[config.mk]
export PLATFORM = sky130hd
export DESIGN_NAME = pmc_bank
export DESIGN_NICKNAME = d
export VERILOG_FILES = /design/src/rtl/pmc_pkg.sv /design/src/rtl/pmc_event_decode.sv /design/src/rtl/pmc_counter.sv /design/src/rtl/pmc_bank.sv
export SDC_FILE = /design/constraint.sdc
export NUM_CORES = 1
export LEC_CHECK = 0
export BUFFER_PORTS_ARGS = -buffer_cell sky130_fd_sc_hd__buf_2
export CAP_MARGIN = 20
export CELL_PAD_IN_SITES_DETAIL_PLACEMENT = 1
export CELL_PAD_IN_SITES_GLOBAL_PLACEMENT = 2
export CORE_UTILIZATION = 41
export CTS_CLUSTER_DIAMETER = 150
export DETAILED_ROUTE_END_ITERATION = 10
export PLACE_DENSITY_LB_ADDON = 0.3
export RECOVER_POWER = 25
export SYNTH_ARGS = -nofsm -noshare
export SYNTH_HDL_FRONTEND = slang
export SYNTH_SLANG_ARGS = --single-unit
[constraint.sdc]
create_clock -name clk -period 10.49 [get_ports clk]
set_clock_uncertainty 0.1 [all_clocks]
set_input_delay 1.5735 -clock clk [delete_from_list [all_inputs] [get_ports clk]]
set_output_delay 1.5735 -clock clk [all_outputs]
set_load 0.005 [all_outputs]
[src/rtl/pmc_pkg.sv]
package pmc_pkg;
  typedef enum logic [1:0] {EV_IDLE = 2'd0, EV_INST = 2'd1, EV_CYC = 2'd2} ev_kind_e;

  localparam int unsigned C0_FRZ_ALL = 0;
  localparam int unsigned C0_FRZ_SEL = 1;
  localparam int unsigned C0_FRZ_FIX = 2;
  localparam int unsigned C0_OVE_ONE = 3;
  localparam int unsigned C0_OVE_OTH = 4;
  localparam int unsigned C0_IRQ_EN  = 5;

  localparam logic [7:0] CODE_INST     = 8'h02;
  localparam logic [7:0] CODE_CYC      = 8'h1E;
  localparam logic [7:0] CODE_INST_ALT = 8'hFE;
  localparam logic [7:0] CODE_CYC_ALT  = 8'hF0;
  localparam logic [7:0] CODE_RUN_INST = 8'hFA;
endpackage

[src/rtl/pmc_event_decode.sv]
module pmc_event_decode
  import pmc_pkg::*;
#(
  parameter int IDX = 0
) (
  input  logic [7:0] code,
  input  logic       run_latch,
  output ev_kind_e   kind
);
  generate
    if (IDX == 0) begin : g_first
      always_comb begin
        if (code == CODE_INST || code == CODE_INST_ALT)     kind = EV_INST;
        else if (code == CODE_CYC || code == CODE_CYC_ALT)  kind = EV_CYC;
        else                                                kind = EV_IDLE;
      end
    end else if (IDX == 3) begin : g_fourth
      always_comb begin
        if (code == CODE_INST)                                 kind = EV_INST;
        else if (code == CODE_RUN_INST && run_latch)           kind = EV_INST;
        else if (code == CODE_CYC)                             kind = EV_CYC;
        else                                                   kind = EV_IDLE;
      end
    end else if (IDX == 4) begin : g_fixed_inst
      assign kind = EV_INST;
    end else if (IDX == 5) begin : g_fixed_cyc
      assign kind = EV_CYC;
    end else begin : g_plain
      always_comb begin
        if (code == CODE_INST)     kind = EV_INST;
        else if (code == CODE_CYC) kind = EV_CYC;
        else                       kind = EV_IDLE;
      end
    end
  endgenerate
endmodule

[src/rtl/pmc_counter.sv]
module pmc_counter
  import pmc_pkg::*;
#(
  parameter int CNT_W = 32,
  parameter int INST_W = 3
) (
  input  logic              clk,
  input  logic              rst,
  input  ev_kind_e          kind,
  input  logic              frozen,
  input  logic [INST_W-1:0] inst_cnt,
  input  logic              cyc_tick,
  input  logic              ovf_en,
  input  logic              wr_en,
  input  logic [CNT_W-1:0]  wr_data,
  output logic [CNT_W-1:0]  value,
  output logic              ovf_hit
);
  localparam logic [CNT_W:0] THRESH = (CNT_W+1)'(1) << (CNT_W-1);

  logic [CNT_W-1:0] cnt_q;
  logic [CNT_W-1:0] delta;
  logic [CNT_W:0]   sum;
  logic [CNT_W-1:0] cnt_d;

  always_comb begin
    delta = '0;
    if (!frozen) begin
      if (kind == EV_INST)     delta = CNT_W'(inst_cnt);
      else if (kind == EV_CYC) delta = CNT_W'(cyc_tick);
    end
    sum     = {1'b0, cnt_q} + {1'b0, delta};
    ovf_hit = !wr_en && (delta != '0) && ovf_en && (sum >= THRESH);
    if (wr_en)        cnt_d = wr_data;
    else if (ovf_hit) cnt_d = THRESH[CNT_W-1:0];
    else              cnt_d = sum[CNT_W-1:0];
  end

  always_ff @(posedge clk) begin
    if (rst) cnt_q <= '0;
    else     cnt_q <= cnt_d;
  end

  assign value = cnt_q;

  // an overflow leaves the counter parked exactly at the threshold
  p_clamp_r7: assert property (@(posedge clk) disable iff (rst)
    ovf_hit |=> (cnt_q == THRESH[CNT_W-1:0]));

  // a write wins over any increment
  p_write_wins_r11: assert property (@(posedge clk) disable iff (rst)
    wr_en |=> (cnt_q == $past(wr_data)));

  // an idle or frozen counter without a write holds its value
  p_hold_r10: assert property (@(posedge clk) disable iff (rst)
    (!wr_en && (frozen || kind == EV_IDLE)) |=> $stable(cnt_q));
endmodule

[src/rtl/pmc_bank.sv]
module pmc_bank
  import pmc_pkg::*;
#(
  parameter int CNT_W   = 32,
  parameter int INST_W  = 3,
  parameter int NUM_CTR = 6,
  parameter int NUM_SEL = 4,
  parameter int ADDR_W  = $clog2(NUM_CTR + 2)
) (
  input  logic               clk,
  input  logic               rst,
  input  logic [INST_W-1:0]  inst_cnt,
  input  logic               cyc_tick,
  input  logic               run_latch,
  input  logic               reg_we,
  input  logic [ADDR_W-1:0]  reg_addr,
  input  logic [CNT_W-1:0]   reg_wdata,
  output logic [CNT_W-1:0]   reg_rdata,
  output logic [NUM_CTR-1:0] ovf_flags,
  output logic               irq
);
  localparam int CODE_W = 8;
  localparam logic [ADDR_W-1:0] ADDR_C0 = ADDR_W'(NUM_CTR);
  localparam logic [ADDR_W-1:0] ADDR_C1 = ADDR_W'(NUM_CTR + 1);

  logic [CNT_W-1:0]         ctrl0_q, ctrl1_q;
  logic [CNT_W-1:0]         cnt [NUM_CTR];
  logic [NUM_CTR*CNT_W-1:0] cnt_flat;
  logic [NUM_CTR-1:0]       hit;
  logic                     sel_idle;

  assign sel_idle = (ctrl1_q == '0);

  always_ff @(posedge clk) begin
    if (rst) begin
      ctrl0_q <= '0;
      ctrl1_q <= '0;
    end else if (reg_we) begin
      if (reg_addr == ADDR_C0) ctrl0_q <= reg_wdata;
      if (reg_addr == ADDR_C1) ctrl1_q <= reg_wdata;
    end
  end

  generate
    for (genvar i = 0; i < NUM_CTR; i++) begin : g_ctr
      logic [CODE_W-1:0] code;
      ev_kind_e          kind;
      logic              frozen;
      logic              ove;
      logic              wr;

      if (i < NUM_SEL) begin : g_sel
        assign code   = ctrl1_q[CODE_W*(NUM_SEL-1-i) +: CODE_W];
        assign frozen = ctrl0_q[C0_FRZ_ALL] | ctrl0_q[C0_FRZ_SEL] | sel_idle;
      end else begin : g_fix
        assign code   = '0;
        assign frozen = ctrl0_q[C0_FRZ_ALL] | ctrl0_q[C0_FRZ_FIX];
      end

      if (i == 0) begin : g_ove_one
        assign ove = ctrl0_q[C0_OVE_ONE];
      end else begin : g_ove_oth
        assign ove = ctrl0_q[C0_OVE_OTH];
      end

      assign wr = reg_we && (reg_addr == ADDR_W'(i));

      pmc_event_decode #(.IDX(i)) u_dec (
        .code      (code),
        .run_latch (run_latch),
        .kind      (kind)
      );

      pmc_counter #(.CNT_W(CNT_W), .INST_W(INST_W)) u_cnt (
        .clk      (clk),
        .rst      (rst),
        .kind     (kind),
        .frozen   (frozen),
        .inst_cnt (inst_cnt),
        .cyc_tick (cyc_tick),
        .ovf_en   (ove),
        .wr_en    (wr),
        .wr_data  (reg_wdata),
        .value    (cnt[i]),
        .ovf_hit  (hit[i])
      );

      assign cnt_flat[i*CNT_W +: CNT_W] = cnt[i];
    end
  endgenerate

  always_ff @(posedge clk) begin
    if (rst) begin
      reg_rdata <= '0;
      ovf_flags <= '0;
      irq       <= 1'b0;
    end else begin
      if (reg_addr == ADDR_C0)      reg_rdata <= ctrl0_q;
      else if (reg_addr == ADDR_C1) reg_rdata <= ctrl1_q;
      else                          reg_rdata <= cnt[reg_addr[$clog2(NUM_CTR)-1:0]];
      ovf_flags <= hit;
      irq       <= (|hit) & ctrl0_q[C0_IRQ_EN];
    end
  end

  // global freeze holds every counter when nothing is written
  p_freeze_all_r1: assert property (@(posedge clk) disable iff (rst)
    (ctrl0_q[C0_FRZ_ALL] && !reg_we) |=> $stable(cnt_flat));

  // an all-zero select register idles the selectable counters
  p_sel_idle_r2: assert property (@(posedge clk) disable iff (rst)
    (sel_idle && !reg_we) |=> $stable(cnt_flat[NUM_SEL*CNT_W-1:0]));

  // an interrupt needs the enable and at least one flag
  p_irq_gate_r9: assert property (@(posedge clk) disable iff (rst)
    irq |-> ($past(ctrl0_q[C0_IRQ_EN]) && (ovf_flags != '0)));
endmodule

## After elaboration in Yosys (flattened, before gate mapping)

Index checks and enable logic that the tools add are counted.

| word-level totals | value |
|---|---|
| register bits | 295 |
| input port bits | 43 |
| output and inout port bits | 39 |
| word-level logic and storage cells | 139 |

| operators by class | value |
|---|---|
| add/sub/neg operators | 6 |
| magnitude comparators | 7 |
| equal/unequal tests | 26 |
| multiplexer cells | 40 |
| bitwise operators | 5 |
| reduce and logical (&&, ||, !) cells | 44 |

Operators by type and width:

| kind | number |
|---|---|
| 2-to-1 mux 32 bit | 24 |
| greater-or-equal comparator 33 x 32 -> 1 bit, second input constant | 6 |
| nonzero test 32 bit | 6 |
| adder 32 x 32 -> 33 bit | 4 |
| binary-select mux 32 bit (select 3 bit) | 1 |
| adder 32 x 1 -> 33 bit | 1 |
| adder 32 x 3 -> 33 bit | 1 |
| == test 8 x 2 -> 1 bit, second input constant | 4 |
| == test 8 x 5 -> 1 bit, second input constant | 4 |
| logical NOT 32 bit | 1 |
| logical AND 1 bit | 25 |
| == test 8 bit, second input constant | 3 |
| 2-to-1 mux 2 bit | 9 |
| == test 3 bit, second input constant | 4 |
| == test 2 x 1 -> 1 bit, second input constant | 4 |
| == test 2 bit, second input constant | 4 |
| == test 3 x 2 -> 1 bit, second input constant | 2 |
| logical NOT 1 bit | 6 |
| OR reduction 6 bit | 1 |
| 2-to-1 mux 1 bit | 5 |
| greater-or-equal comparator 4 bit, second input constant | 1 |
| inverter 3 -> 4 bit | 1 |
| AND reduction 2 bit | 2 |
| == test 3 x 1 -> 1 bit, second input constant | 1 |
| 5 further kinds | 8 |

## Logic depth before layout (Yosys ltp)

Gate-level depths: netlist of the first run.

| logic depth | value |
|---|---|
| depth after elaboration | 14 |
| depth in mapped cells | 16 |
| depth with buffers taken out | 14 |

## Cells and area by module

Synthesis of the first run repeated with hierarchy kept, for this count alone.

| unflattened totals | value |
|---|---|
| cell total of the unflattened synthesis | 2015 |
| area, all modules | 17375.4 um2 |

Modules (own cells, without submodules):

| module | times used | cells each | area each (um2) | seq. area each (um2) |
|---|---|---|---|---|
| pmc_counter at g_ctr[2].u_cnt ... | 3 | 228 | 1879.3 | 640.6 |
| pmc_bank | 1 | 614 | 5353.9 | 2062.0 |
| pmc_counter at g_ctr[0].u_cnt ... | 2 | 226 | 2109.5 | 640.6 |
| pmc_counter at g_ctr[5].u_cnt | 1 | 227 | 1886.8 | 640.6 |
| pmc_event_decode at g_ctr[1].u_dec ... | 2 | 6 | 53.8 | 0.0 |
| pmc_event_decode at g_ctr[0].u_dec | 1 | 10 | 66.3 | 0.0 |
| pmc_event_decode at g_ctr[3].u_dec | 1 | 8 | 58.8 | 0.0 |
| pmc_event_decode at g_ctr[4].u_dec ... | 2 | 4 | 22.5 | 0.0 |

## Worst setup path after synthesis of the first run

No wires, ideal clock.

| timing path | value |
|---|---|
| kind | input to register |
| start point | input port cyc_tick |
| end point | register irq |
| library setup time | 122 ps |
| arrival | 4072 ps |
| data required time | 10268 ps |
| slack | 6196 ps |
| stages on the path | 13 |
| path buffers | 1 |
| path through | and4_1 -> a21oi_1 -> nor3_1 -> ha_1 -> fa_1 -> a21o_1 -> and4bb_2 -> nand3_1 -> nand4_1 -> o211ai_1 -> buf_2 -> o2111ai_1 -> o311a_1 |

| on the way | value |
|---|---|
| longest elaborated chain between the ends | 9 |
| elaborated cells between the ends (all ways) | 45 |
| those cells by class | add/sub: 5; order compare: 5; mux: 13; bitwise: 1; reduce/logical: 21 |

RTL lines:

| what | line | source |
|---|---|---|
| from (decl) | pmc_bank.sv:13 | `input logic cyc_tick,` |
| branches (longest 7 deep; another with adder 32 x 32 -> 33 bit) | -- |  |
| OR reduction 6 bit (*) | pmc_bank.sv:102 | `irq <= (\|hit) & ctrl0_q[C0_IRQ_EN];` |
| AND 1 bit (*) | pmc_bank.sv:102 |  |
| to (signal assigned) | pmc_bank.sv:102 |  |
| to (decl) | pmc_bank.sv:20 | `output logic irq` |

Mark *: on every way between the ends.
A chain may end at the register's enable or synchronous reset.

## Final worst setup path of the first run

| timing path | value |
|---|---|
| start point | input port reg_addr[1] |
| end point | register irq |

| on the way | value |
|---|---|
| longest elaborated chain between the ends | 8 |
| elaborated cells between the ends (all ways) | 38 |
| those cells by class | eq/ne: 5; bitwise: 1; reduce/logical: 32 |

RTL lines:

| what | line | source |
|---|---|---|
| from (decl) | pmc_bank.sv:16 | `input logic [ADDR_W-1:0] reg_addr,` |
| == test 3 x 1 -> 1 bit, or another cell as far along | pmc_bank.sv:66 | `assign wr = reg_we && (reg_addr == ADDR_W'(i));` |
| logical AND 1 bit | pmc_bank.sv:66 |  |
| logical NOT 1 bit | pmc_counter.sv:33 | `ovf_hit = !wr_en && (delta != '0) && ovf_en && (sum >= THRESH);` |
| logical AND 1 bit (3 in series) | pmc_counter.sv:33 |  |
| OR reduction 6 bit (*) | pmc_bank.sv:102 |  |
| AND 1 bit (*) | pmc_bank.sv:102 |  |

Mark *: on every way between the ends. The rest lies on a longest branch, timed or not.

==> impl_metrics.tcl, run 1 <==
set metrics [dict create \
    status "finished with violations" \
    violations "capacitance limit, slew limit" \
    power_density_nw_per_um2 147 \
    numPortBuffers 81 \
    wl_um 60900 \
    grt_pass1_wl_um 92800 \
    antenna_found_initial 2 \
    grt_busiest_layer "met2" \
    start_kind "primary input" \
    hold_buffers 0 \
    grt_usage 0.302 \
    area_growth_pct 10.7 \
    die_w_um 200 \
    comb_power_share 0.084 \
    min_period_over_period 0.710 \
    htreeDepth 2 \
    grt_use_met1 0.406 \
    place_area_um2 16800 \
    synth_top_area_cell "dfxtp_1" \
    hpwl_um 42400 \
    cts_sinks 295 \
    synth_seq_area_share 0.366 \
    slew_viol_final 105 \
    hold_viol 0 \
    ant_nets 0 \
    drtIter0Drc 1071 \
    cts_buffer_depth 3 \
    pwr-share-seq 0.450 \
    start_util 0.417 \
    p_sw_frac 0.258 \
    utilization 0.462 \
    period_needed_ns 7.45 \
    drc 0 \
    max_freq_ghz 0.134 \
    met3_usage 0.0568 \
    syn_area_um2 16200 \
    clockRootBuffer "clkbuf_16" \
    design.die.area_um2 40200 \
    clkTransAtPathRegs_ns 0.06 \
    place.gp.congestion 0.868 \
    wire_per_inst_um 24.6 \
    setup_viol 0 \
    end_kind "register" \
    grt_overflow 0 \
    yosys_warnings 0 \
    rsz0062_at_grt "no" \
    ys.flop_type "dfxtp_1" \
    pwr-share-clk 0.466 \
    ys_types 69 \
    io-pin-count 82 \
    p_leak_nw 6.36 \
    die_y_um 200 \
    final_cells 2470 \
    viasPerCell 5.94 \
    grt_max_degree 83 \
    synth.area.top_cells "dfxtp_1 37%, nand2_1 9.0%, mux4_2 8.9%" \
    ir_worst_vdd_uv 85.2 \
    cts_made_buffers 36 \
    fp.coreArea_um2 38700 \
    drive_gt1_frac 0.133 \
    synth_fp_nets 1993 \
    ys_ff_latch 295 \
    holdWs_ns 0.359 \
    synth-async-reset-ratio 0 \
    cp_max_fo 71 \
    std_cell_rows 72 \
    cp_data_arrival_time_ns 7.79 \
    p_int_mw 1.95 \
    drt_first_pass_iters 5 \
    grt_pass1_vias 14876 \
    fin_tns_setup_ns 0 \
    syn_area_per_cell_um2 8.38 \
    post-place-cells 2412 \
    p_switching_uw 676 \
    clk_latency_ns 0.55 \
    multiInputGateArea_um2 9540 \
    stdcell_area_um2 17900 \
    crit_type "primary input to register" \
    maxSlewHeadroom -2.15 \
    seq_area_um2 5910 \
    hp-class "register to register" \
    synth_top_area_share 0.366 \
    ctsResizeCount 0 \
    tightest_slew_ns 4.72 \
    fillCellCount 4655 \
    drv_cap 2 \
    syn_inst 1928 \
    cts_tree "built" \
    final_net_count 1998 \
    post_cts_buffers 0 \
    synth_edf_count 0 \
    crit_required_ns 10.83 \
    dr_total_vias 14668 \
    use_met2 0.471 \
]
## worst max-delay path, cell delays in order
cell and delay [ns]:
clkbuf_1 3.25, nand2_1 0.49, nor2_2 0.25, buf_4 0.40, a2111oi_0 0.17, buf_2 0.19
o211ai_1 0.44, buf_4 0.43, o2111ai_1 0.18, o311a_1 0.34
## cell usage after synthesis (6+ instances only)
cell type	count
nand2_1	386
dfxtp_1	295
a21oi_1	182
nand3_1	164
nor2_1	115
xnor2_1	99
clkbuf_1	83
xor2_1	80
mux4_2	64
o21ai_0	44
nand4_1	43
mux2i_1	33
and3_1	32
nor3_1	31
clkbuf_2	30
o21ai_2	30
inv_1	26
and2_1	23
and4_1	19
ha_1	17
buf_2	14
nor4_1	14
or3_1	12
nand2b_1	7
buf_6	6
## power groups by stage
stage               Sequential [mW]  Clock (mW)  Combinational, mW
floorplan                      1.19           0              0.148
global placement               1.20           0              0.211
detailed placement             1.20           0              0.216
CTS                            1.18        1.25              0.218
global route                   1.18        1.29              0.238
finish                         1.18        1.22              0.222
## metal layers
metal / share of wire / vias up
met4: 0.044 / 0
met5: 0 / -
met3: 0.066 / 141
met2: 0.45 / 447
li1: - / 6724
met1: 0.44 / 7356
## path summary, 6_finish.rpt
kind	end	slack, ns	depth (start not counted)	from
setup / recovery	irq	3.04	10	reg_addr[1]
hold / removal	ctrl0_q[12]	0.36	2	ctrl0_q[12]
setup reg to reg	irq	5.14	15	ctrl1_q[5]
hold reg to reg	ctrl0_q[12]	0.36	2	ctrl0_q[12]
## registers in the layout, indices dropped and copies added, names as in the netlist
name,count
ovf_flags,6
ctrl1_q,32
irq,1
ctrl0_q,32
g_ctr.u_cnt.value,192
reg_rdata,32
## through the flow
stage | setup slack (ns) | total power [mW]
final | 3.04 | 2.63
after global routing | 2.75 | 2.71
after CTS | 5.20 | 2.65
after detailed placement | 4.94 | 1.42
after global placement | 4.67 | 1.42
after floorplan | 6.20 | 1.34
## kinds of logic after synthesis
logic type | Yosys count | synth area share
flops | 295 | 0.366
buf+inv | 165 | 0.0448
compound gates | 303 | 0.113
simple gates | 867 | 0.251
fa+ha+maj | 22 | 0.0194
xor+xnor | 179 | 0.0971
mux | 97 | 0.110
## layout make-up
class                           instances  share of cell area
Tap cell                              518              0.0362
Sequential cell                       295               0.330
Clock buffer                           50              0.0573
Inverter                               26             0.00546
Multi-Input combinational cell       1468               0.534
Timing Repair Buffer                  106              0.0327
Clock inverter                          6             0.00448
Antenna cell                            1            0.000140
## cells in the final DEF (no fill, tap or decap), types with 3 or more instances in the layout
cell and n:
a21o_1 4, a21oi_1 182, a22o_1 5, a22oi_1 4
a22oi_2 5, a311oi_1 4, and2_1 23, and3_1 32
and4_1 19, buf_2 61, buf_4 23, clkbuf_1 27
clkbuf_16 37, clkbuf_8 5, clkinv_2 4, dfxtp_1 295
fa_1 5, ha_1 17, inv_1 26, mux2i_1 33
mux4_2 64, nand2_1 386, nand2b_1 7, nand3_1 164
nand4_1 43, nor2_1 109, nor2_2 6, nor2b_1 3
nor3_1 31, nor4_1 13, o211ai_1 3, o21ai_0 44
o21ai_2 30, or3_1 12, xnor2_1 99, xor2_1 80
No activity file was read; power rests on OpenSTA's default activity.
==> run 2, diff against run 1 <==
- CORE_UTILIZATION: 41 -> 38
- clock period: 10.49 -> 7.5 ns (I/O delays scaled with it)
==> run 2 against run 1 <==
Against the previous run:
- the flow still finishes with violations (capacitance limit, slew limit)
- critical path depth up 5
- combinational power up 39%
- utilization down 2.9 points
- design area up 1.4%
- power up 49%
- sequential share of layout area down 0.45 points
- sequential power up 40%
- via count up 0.36%
- hold slack worse by 0.0050 ns
- final cell count up 1.3%
- clock power up 61%
- global-route usage down 1.5 points
==> impl_metrics.tcl, run 2 (synthesized netlist as in run 1, its figures left out) <==
set metrics [dict create \
    status "finished with violations" \
    violations "capacitance limit, slew limit" \
    utilization 0.432 \
    wl_um 62200 \
    largest_reg_flops 192 \
    met3_usage 0.0380 \
    maxSlewHeadroom -0.218 \
    holdPathStages 2 \
    ir_worst_vdd_uv 141 \
    dr_total_vias 14721 \
    tightest_slew_ns 1.83 \
    use_met2 0.467 \
    numPortBuffers 81 \
    fin_tns_setup_ns 0 \
    holdWs_ns 0.354 \
    total_power_mw 3.92 \
    grt_use_met1 0.397 \
    r2r_slack_ns 2.51 \
    die_y_um 208 \
    fp.coreArea_um2 41900 \
    rsz0062_at_grt "no" \
    drive_gt1_frac 0.138 \
    htreeDepth 2 \
    clk_latency_ns 0.56 \
    ctsResizeCount 0 \
    drt_first_pass_iters 5 \
    grt_max_degree 77 \
    period_needed_ns 4.99 \
    p_leak_nw 6.47 \
    slew_viol_final 21 \
    drv_cap 1 \
    place.gp.congestion 0.875 \
    final_cell_mix "386 x nand2_1, 295 x dfxtp_1, 182 x a21oi_1" \
    die_w_um 208 \
    clkTransAtPathRegs_ns 0.06 \
    start_kind "register" \
    grt_pass1_vias 14927 \
    area_growth_pct 12.3 \
    crit_required_ns 7.87 \
    setup_viol 0 \
    viasPerCell 5.89 \
    ant_nets 0 \
    end_kind "register" \
    post_cts_buffers 0 \
    grt_overflow 0 \
    cts_buffer_depth 3 \
    design.die.area_um2 43300 \
    io-pin-count 82 \
    r2r.worst_path.cells 15 \
    start_util 0.385 \
    dp_slack_ns 2.45 \
    antenna_found_initial 1 \
    grt_pass1_wl_um 94300 \
    cp_data_arrival_time_ns 5.36 \
    min_period_over_period 0.666 \
    std_cell_rows 75 \
    hold_viol 0 \
    layout_commonest_cell "nand2_1" \
    max_freq_ghz 0.200 \
    cp_max_fo 23 \
    drtIter0Drc 1199 \
    grt_usage 0.287 \
    r2r_end "g_ctr[2].u_cnt.value[10]" \
    grt_busiest_layer "met2" \
    hp-class "register to register" \
    r2r_start "ctrl1_q[16]" \
    cts_made_buffers 37 \
    wire_per_inst_um 24.9 \
    hold_end "ctrl0_q[30]" \
    setup_slack_ns 2.51 \
    cts_tree "built" \
    cts_sinks 295 \
    hpwl_um 43900 \
    min_from "ctrl0_q[30]" \
    final_net_count 1999 \
    crit_type "register to register" \
    power_density_nw_per_um2 216 \
    drc 0 \
    clockRootBuffer "clkbuf_16" \
    hold_buffers 0 \
]
## run 2: how the worst max path moves through the flow
| stage | cells after the start | slack (ns) | endpoint | startpoint |
|---|---|---|---|---|
| finish | 15 | 2.51 | g_ctr[2].u_cnt.value[10] | ctrl1_q[16] |
| global route | 15 | 2.19 | g_ctr[2].u_cnt.value[10] | ctrl1_q[5] |
| CTS | 13 | 2.51 | irq | ctrl1_q[16] |
| detailed placement | 15 | 2.45 | irq | run_latch |
| global placement | 13 | 2.49 | irq | cyc_tick |
| floorplan | 13 | 3.65 | irq | cyc_tick |
## run 2: critical path, stage by stage, from the launching register on
cell and delay [ns]:
dfxtp_1 0.32, nor4_1 0.57, and3_1 0.26, nand4b_1 0.17, and2_1 0.25, nand2_1 0.11, nor3_1 0.07, ha_1 0.34
a21oi_1 0.33, a211oi_2 0.19, and4_1 0.42, and2_1 0.26, o211ai_1 0.69, buf_4 0.47, nand3_1 0.14, a21oi_1 0.22
## run 2: metrics by stage
| step | cell area [um2] | cells |
|---|---|---|
| floorplan | 16200 | 1928 |
| global placement | 16800 | 2431 |
| detailed placement | 16800 | 2432 |
| CTS | 18100 | 2498 |
| global route | 18100 | 2500 |
| finish | 18100 | 2501 |
## run 2: metal layers
layer / wire length, um / vias to the layer above
met2: 29300 / 413
met1: 28000 / 7507
met4: 1380 / 0
met3: 3520 / 79
li1: - / 6722
met5: 0 / -
## run 2: power by group
group	switching, mW	internal [mW]
Clock	0.737	1.22
Combinational	0.203	0.106
Sequential	0.0457	1.61
## run 2: final cells by class
class	instances	area (um2)
Multi-Input combinational cell	1468	9540
Clock buffer	52	1090
Antenna cell	1	2.50
Fill cell	4959	23800
Tap cell	539	674
Timing Repair Buffer	106	591
Inverter	26	97.6
Clock inverter	14	226
Sequential cell	295	5910
